$ cat config.mk
export PLATFORM = sky130hd
export DESIGN_NAME = cpu_reset_seq
export DESIGN_NICKNAME = d
export VERILOG_FILES = /design/src/rtl/rstseq_pkg.sv /design/src/rtl/rstseq_sync.sv /design/src/rtl/rstseq_ctrl.sv /design/src/rtl/cpu_reset_seq.sv
export SDC_FILE = /design/constraint.sdc
export NUM_CORES = 1
export LEC_CHECK = 0
export BUFFER_PORTS_ARGS = -buffer_cell sky130_fd_sc_hd__buf_4
export CAP_MARGIN = 20
export CORE_UTILIZATION = 40
export CTS_BUF_LIST = sky130_fd_sc_hd__clkbuf_8
export DETAILED_ROUTE_END_ITERATION = 7
export GPL_TIMING_DRIVEN = 0
export PLACE_DENSITY_LB_ADDON = 0.2
export SETUP_SLACK_MARGIN = 0.3
export SYNTH_ARGS = -nofsm -noshare
export SYNTH_HDL_FRONTEND = slang
export SYNTH_SLANG_ARGS = --single-unit
$ cat constraint.sdc
create_clock -name clk -period 5.9 [get_ports clk]
set_clock_uncertainty 0.15 [all_clocks]
set_input_delay 1.18 -clock clk [delete_from_list [all_inputs] [get_ports clk]]
set_output_delay 1.18 -clock clk [all_outputs]
set_load 0.02 [all_outputs]
$ cat src/rtl/rstseq_pkg.sv
package rstseq_pkg;

    typedef enum logic [1:0] {
        PH_WAIT    = 2'd0,  // system reset still resynchronising
        PH_STRETCH = 2'd1,  // processor reset held, counting the stretch
        PH_STRAP   = 2'd2,  // processor reset released, strap still low
        PH_RUN     = 2'd3   // strap released, sequence complete
    } phase_e;

    localparam int unsigned SETUP_MIN = 4;
    localparam int unsigned HOLD_MIN  = 2;
    localparam int unsigned HOLD_MAX  = 20;

    function automatic int unsigned clamp_u(input int unsigned v,
                                            input int unsigned lo,
                                            input int unsigned hi);
        if (v < lo)      return lo;
        else if (v > hi) return hi;
        else             return v;
    endfunction

endpackage

$ cat src/rtl/rstseq_sync.sv
module rstseq_sync #(
    parameter int unsigned STAGES = 2
) (
    input  logic clk,
    input  logic arst_n,
    output logic sync_n
);
    logic [STAGES-1:0] chain_d, chain_q;
    logic [STAGES:0]   shifted;

    always_comb begin
        shifted = {chain_q, 1'b1};
        chain_d = shifted[STAGES-1:0];
    end

    always_ff @(posedge clk or negedge arst_n) begin
        if (!arst_n) chain_q <= '0;
        else         chain_q <= chain_d;
    end

    assign sync_n = chain_q[STAGES-1];

endmodule

$ cat src/rtl/rstseq_ctrl.sv
module rstseq_ctrl
    import rstseq_pkg::*;
#(
    parameter int unsigned STRETCH_EFF = 100000,
    parameter int unsigned HOLD_EFF    = 4,
    parameter int unsigned CNT_W       = 17
) (
    input  logic clk,
    input  logic arst_n,
    input  logic go,
    output logic cpu_rst_n,
    output logic breq_n,
    output logic strap_done
);
    localparam logic [CNT_W-1:0] STRETCH_LAST = CNT_W'(STRETCH_EFF - 1);
    localparam logic [CNT_W-1:0] HOLD_LAST    = CNT_W'(HOLD_EFF - 1);

    typedef struct packed {
        phase_e           phase;
        logic [CNT_W-1:0] cnt;
        logic             cpu_n;
        logic             strap_n;
        logic             done;
    } seq_t;

    localparam seq_t SEQ_RESET = '{
        phase:   PH_WAIT,
        cnt:     '0,
        cpu_n:   1'b0,
        strap_n: 1'b0,
        done:    1'b0
    };

    seq_t seq_d, seq_q;

    always_comb begin
        seq_d = seq_q;
        unique case (seq_q.phase)
            PH_WAIT: begin
                if (go) begin
                    seq_d.phase = PH_STRETCH;
                    seq_d.cnt   = '0;
                end
            end
            PH_STRETCH: begin
                if (seq_q.cnt == STRETCH_LAST) begin
                    seq_d.phase = PH_STRAP;
                    seq_d.cnt   = '0;
                    seq_d.cpu_n = 1'b1;
                end else begin
                    seq_d.cnt = seq_q.cnt + 1'b1;
                end
            end
            PH_STRAP: begin
                if (seq_q.cnt == HOLD_LAST) begin
                    seq_d.phase   = PH_RUN;
                    seq_d.cnt     = '0;
                    seq_d.strap_n = 1'b1;
                    seq_d.done    = 1'b1;
                end else begin
                    seq_d.cnt = seq_q.cnt + 1'b1;
                end
            end
            PH_RUN: begin
                seq_d = seq_q;
            end
            default: seq_d = SEQ_RESET;
        endcase
    end

    always_ff @(posedge clk or negedge arst_n) begin
        if (!arst_n) seq_q <= SEQ_RESET;
        else         seq_q <= seq_d;
    end

    assign cpu_rst_n  = seq_q.cpu_n;
    assign breq_n     = seq_q.strap_n;
    assign strap_done = seq_q.done;

endmodule

$ cat src/rtl/cpu_reset_seq.sv
module cpu_reset_seq
    import rstseq_pkg::*;
#(
    parameter int unsigned STRETCH_CYCLES = 100000,
    parameter int unsigned HOLD_CYCLES    = 4,
    parameter int unsigned SYNC_STAGES    = 2
) (
    input  logic clk,
    input  logic rst_in_n,
    output logic cpu_rst_n,
    output logic breq_n,
    output logic strap_done
);
    localparam int unsigned STRETCH_EFF =
        (STRETCH_CYCLES < SETUP_MIN) ? SETUP_MIN : STRETCH_CYCLES;
    localparam int unsigned HOLD_EFF  = clamp_u(HOLD_CYCLES, HOLD_MIN, HOLD_MAX);
    localparam int unsigned CNT_MAX   = (STRETCH_EFF > HOLD_EFF) ? STRETCH_EFF : HOLD_EFF;
    localparam int unsigned CNT_W     = $clog2(CNT_MAX + 1);
    localparam int unsigned SYNC_EFF  = (SYNC_STAGES < 1) ? 1 : SYNC_STAGES;

    logic rst_sync_n;

    rstseq_sync #(
        .STAGES (SYNC_EFF)
    ) u_sync (
        .clk    (clk),
        .arst_n (rst_in_n),
        .sync_n (rst_sync_n)
    );

    rstseq_ctrl #(
        .STRETCH_EFF (STRETCH_EFF),
        .HOLD_EFF    (HOLD_EFF),
        .CNT_W       (CNT_W)
    ) u_ctrl (
        .clk        (clk),
        .arst_n     (rst_in_n),
        .go         (rst_sync_n),
        .cpu_rst_n  (cpu_rst_n),
        .breq_n     (breq_n),
        .strap_done (strap_done)
    );

endmodule

==> impl_metrics.toml <==
[power_and_ir_drop]
cellPowerDensity_nw_per_um2 = 335.2
combPwrFrac = 0.437
report.power.total_mw = 0.5239
seqPwrFrac = 0.372
power.internal_mw = 0.2990
power.leakage_nw = 0.6679
power_switching_share = 0.4293
ir_worst_vdd_uv = 116.2
p_sw_mw = 0.2249
clockPowerShare = 0.190

[yosys]
ys_seq_area_frac = 0.4056
synth.ff_latch_count = 23
yosys.area.top_type_share = 0.4056
ys.flop_type = "dfrtp_1"
synth.largest_area_cell = "dfrtp_1"
synthAdderAreaFrac = 0.05291
syn_avg_cell_area_sq_um = 8.547
synth_compound_area_frac = 0.2319
syn_nets = 174
synth_edf_count = 0
synth_cell_types = 35
synth_area_leaders = "dfrtp_1, o21ai_0, nand2_1"
synth_cells = 166
yosys_warnings = 0
netlist_area_sq_um = 1419
synthXorXnorAreaFrac = 0
synth_top_family_by_area = "simple AND/OR/NAND/NOR gates"
yosys.area_share.simple = 0.2469
synthMuxAreaShare = 0.01499
synthArstFlopShare = 1.000

[timing]
max_slew_margin = 0.4647
period_minus_slack_ns = 2.902
rsz0062_at_grt = "no"
drv_slew = 0
setup_viol = 0
clock.fmax_mhz = 344.6
final-hold-violation-count = 0
tns_ns = 0
fin_crit_sh = 0.4918
holdWs_ns = 0.2028
worstMarginPinSlew_ns = 0.7992
setup_slack_ns = 2.998

[clock_network]
cts_tree = "yes"
cts_root_buf = "clkbuf_8"
cts_resized = 0
cts_buffer_depth = 2
clock_latency_ns = 0.27
h-tree-depth = 1
hold_buffers = 0
cts.sink_count = 23
cts-buffers-inserted = 3
cts_setup_buffers = 0
path_clk_slew_ns = 0.09

[worst_setup_path]
arrival_ns = 2.88
r2r-end = "u_ctrl.seq_q[11]"
end_kind = "flop"
reg2reg_slack_ns = 3.00
critPathKind = "flop to flop"
worstReg2RegStart = "u_ctrl.seq_q[3]"
crit_slowest_cell = "or4b_1"
path_max_fanout = 7
cp_top_family = "simple AND/OR/NAND/NOR gates"
cp.required_ns = 5.87
path_cells = "ha_1, or4b_1, nor3_1, a311oi_1, buf_2, nor2_1, o211ai_1"
worst_r2r_path_depth = 7
start_kind = "flop"
crit_path_max_incr_delay_ns = 0.46
cp_num_buf_inv = 1

[floorplan]
die_w_um = 61.56
dieArea_sq_um = 3789
core_area_sq_um = 3363
die_h_um = 61.56
rows = 21
ioPinCount = 5
start_util = 0.4219

[hold_path]
hold_depth = 0
min_to = "u_sync.chain_q[1]"
min_from = "u_sync.chain_q[0]"
hold_class = "flop to flop"

[route]
routed_wl_mm = 3.330
drt_iter0_drc = 57
vias = 1309
route.detailed.drc = 0
viasPerCell = 5.896
wl_per_cell_um = 15.00
ant_nets = 0
dr.pass1.iters = 4

[final_layout]
n_antenna_cell = 0
syn2layout_area_growth_pct = 10.14
layout_common_cells = "nand2_1, dfrtp_1, o21ai_0, nand3_1, o211ai_1"
drive_above_1_share = 0.09659
finalNetCount = 185

[placed_design]
routabilityCongestion = 0.8114
port_buffers = 4
hpwl_mm = 2.349
pre_cts_slack_ns = 3.104

[global_routing]
grt_antenna_before_repair = 0
overflow = 0
met3_usage = 0.02731
met2_usage = 0.3057
grt-busiest-layer = "met2"
grt_pass1_wl_mm = 5.471
grt_start_max_net_pins = 24
grt_pass1_vias = 1173
gr-usage-all-layers = 0.1975
use_met1 = 0.2824

[outcome]
status = "complete, no violations"

[run]
max_cap_viol_count = 0
==> layer usage <==
| layer | routed length (um) | part of all wire | vias to the layer above |
|---|---|---|---|
| li1 | - | - | 624 |
| met1 | 1595 | 0.48 | 629 |
| met2 | 1517 | 0.46 | 50 |
| met3 | 169 | 0.051 | 6 |
| met4 | 48 | 0.014 | 0 |
| met5 | 0 | 0 | - |
==> cells in the mapped netlist, drive strengths merged (4+ instances only) <==
cell type,instances
dfrtp,23
nand2,23
o21ai,21
nand3,14
o211ai,10
inv,9
nor2,9
nor3,8
clkbuf,6
ha,6
a22oi,4
o21bai,4
==> kinds of logic after synthesis <==
family | Yosys count
adder cells (fa/ha/maj) | 6
multiplexers | 2
AO/OA/AOI/OAI | 50
flip-flops | 23
other | 1
AND/OR/NAND/NOR | 68
buffers and inverters | 16
==> state kept, by name, summed over array words and instances, names as in the netlist <==
register,cells
u_ctrl.seq_q,19
u_ctrl.cpu_rst_n,1
u_ctrl.strap_done,1
u_sync.chain_q,2
==> power groups by stage <==
stage / Combinational, mW / Sequential (mW) / Clock [mW]
3_5_place_dp: 0.227 / 0.198 / 0
3_3_place_gp: 0.218 / 0.197 / 0
5_1_grt: 0.254 / 0.199 / 0.109
6_report: 0.229 / 0.195 / 0.0998
4_1_cts: 0.228 / 0.195 / 0.103
2_1_floorplan: 0.150 / 0.198 / 0
==> how the worst max path moves through the flow <==
stage | startpoint | depth (start not counted) | endpoint
CTS | u_ctrl.seq_q[3] | 7 | u_ctrl.seq_q[11]
finish | u_ctrl.seq_q[3] | 7 | u_ctrl.seq_q[11]
global route | u_ctrl.seq_q[3] | 7 | u_ctrl.seq_q[11]
detailed placement | u_ctrl.seq_q[3] | 7 | u_ctrl.seq_q[19]
global placement | u_ctrl.seq_q[20] | 7 | u_ctrl.seq_q[10]
floorplan | u_ctrl.seq_q[3] | 6 | u_ctrl.seq_q[21]
==> stage by stage <==
| step | instances | area (sq um) | utilization |
|---|---|---|---|
| 2_1_floorplan | 166 | 1419 | - |
| 3_3_place_gp | 216 | 1506 | 0.4479 |
| 3_5_place_dp | 218 | 1516 | 0.4509 |
| 4_1_cts | 222 | 1563 | 0.4647 |
| 5_1_grt | 222 | 1563 | 0.4647 |
| 6_report | 222 | 1563 | 0.4647 |
==> area by class of cell <==
class                      count  area [sq um]
fill                         353          1800
multi-input combinational    127         779.5
sequential                    23         575.6
tap                           46         57.56
clock buffer                   3         41.29
timing repair buffer           6         40.04
inverter                       9         33.78
buffer                         7         30.03
clock inverter                 1         5.005
(Power assumes the default switching activity.)
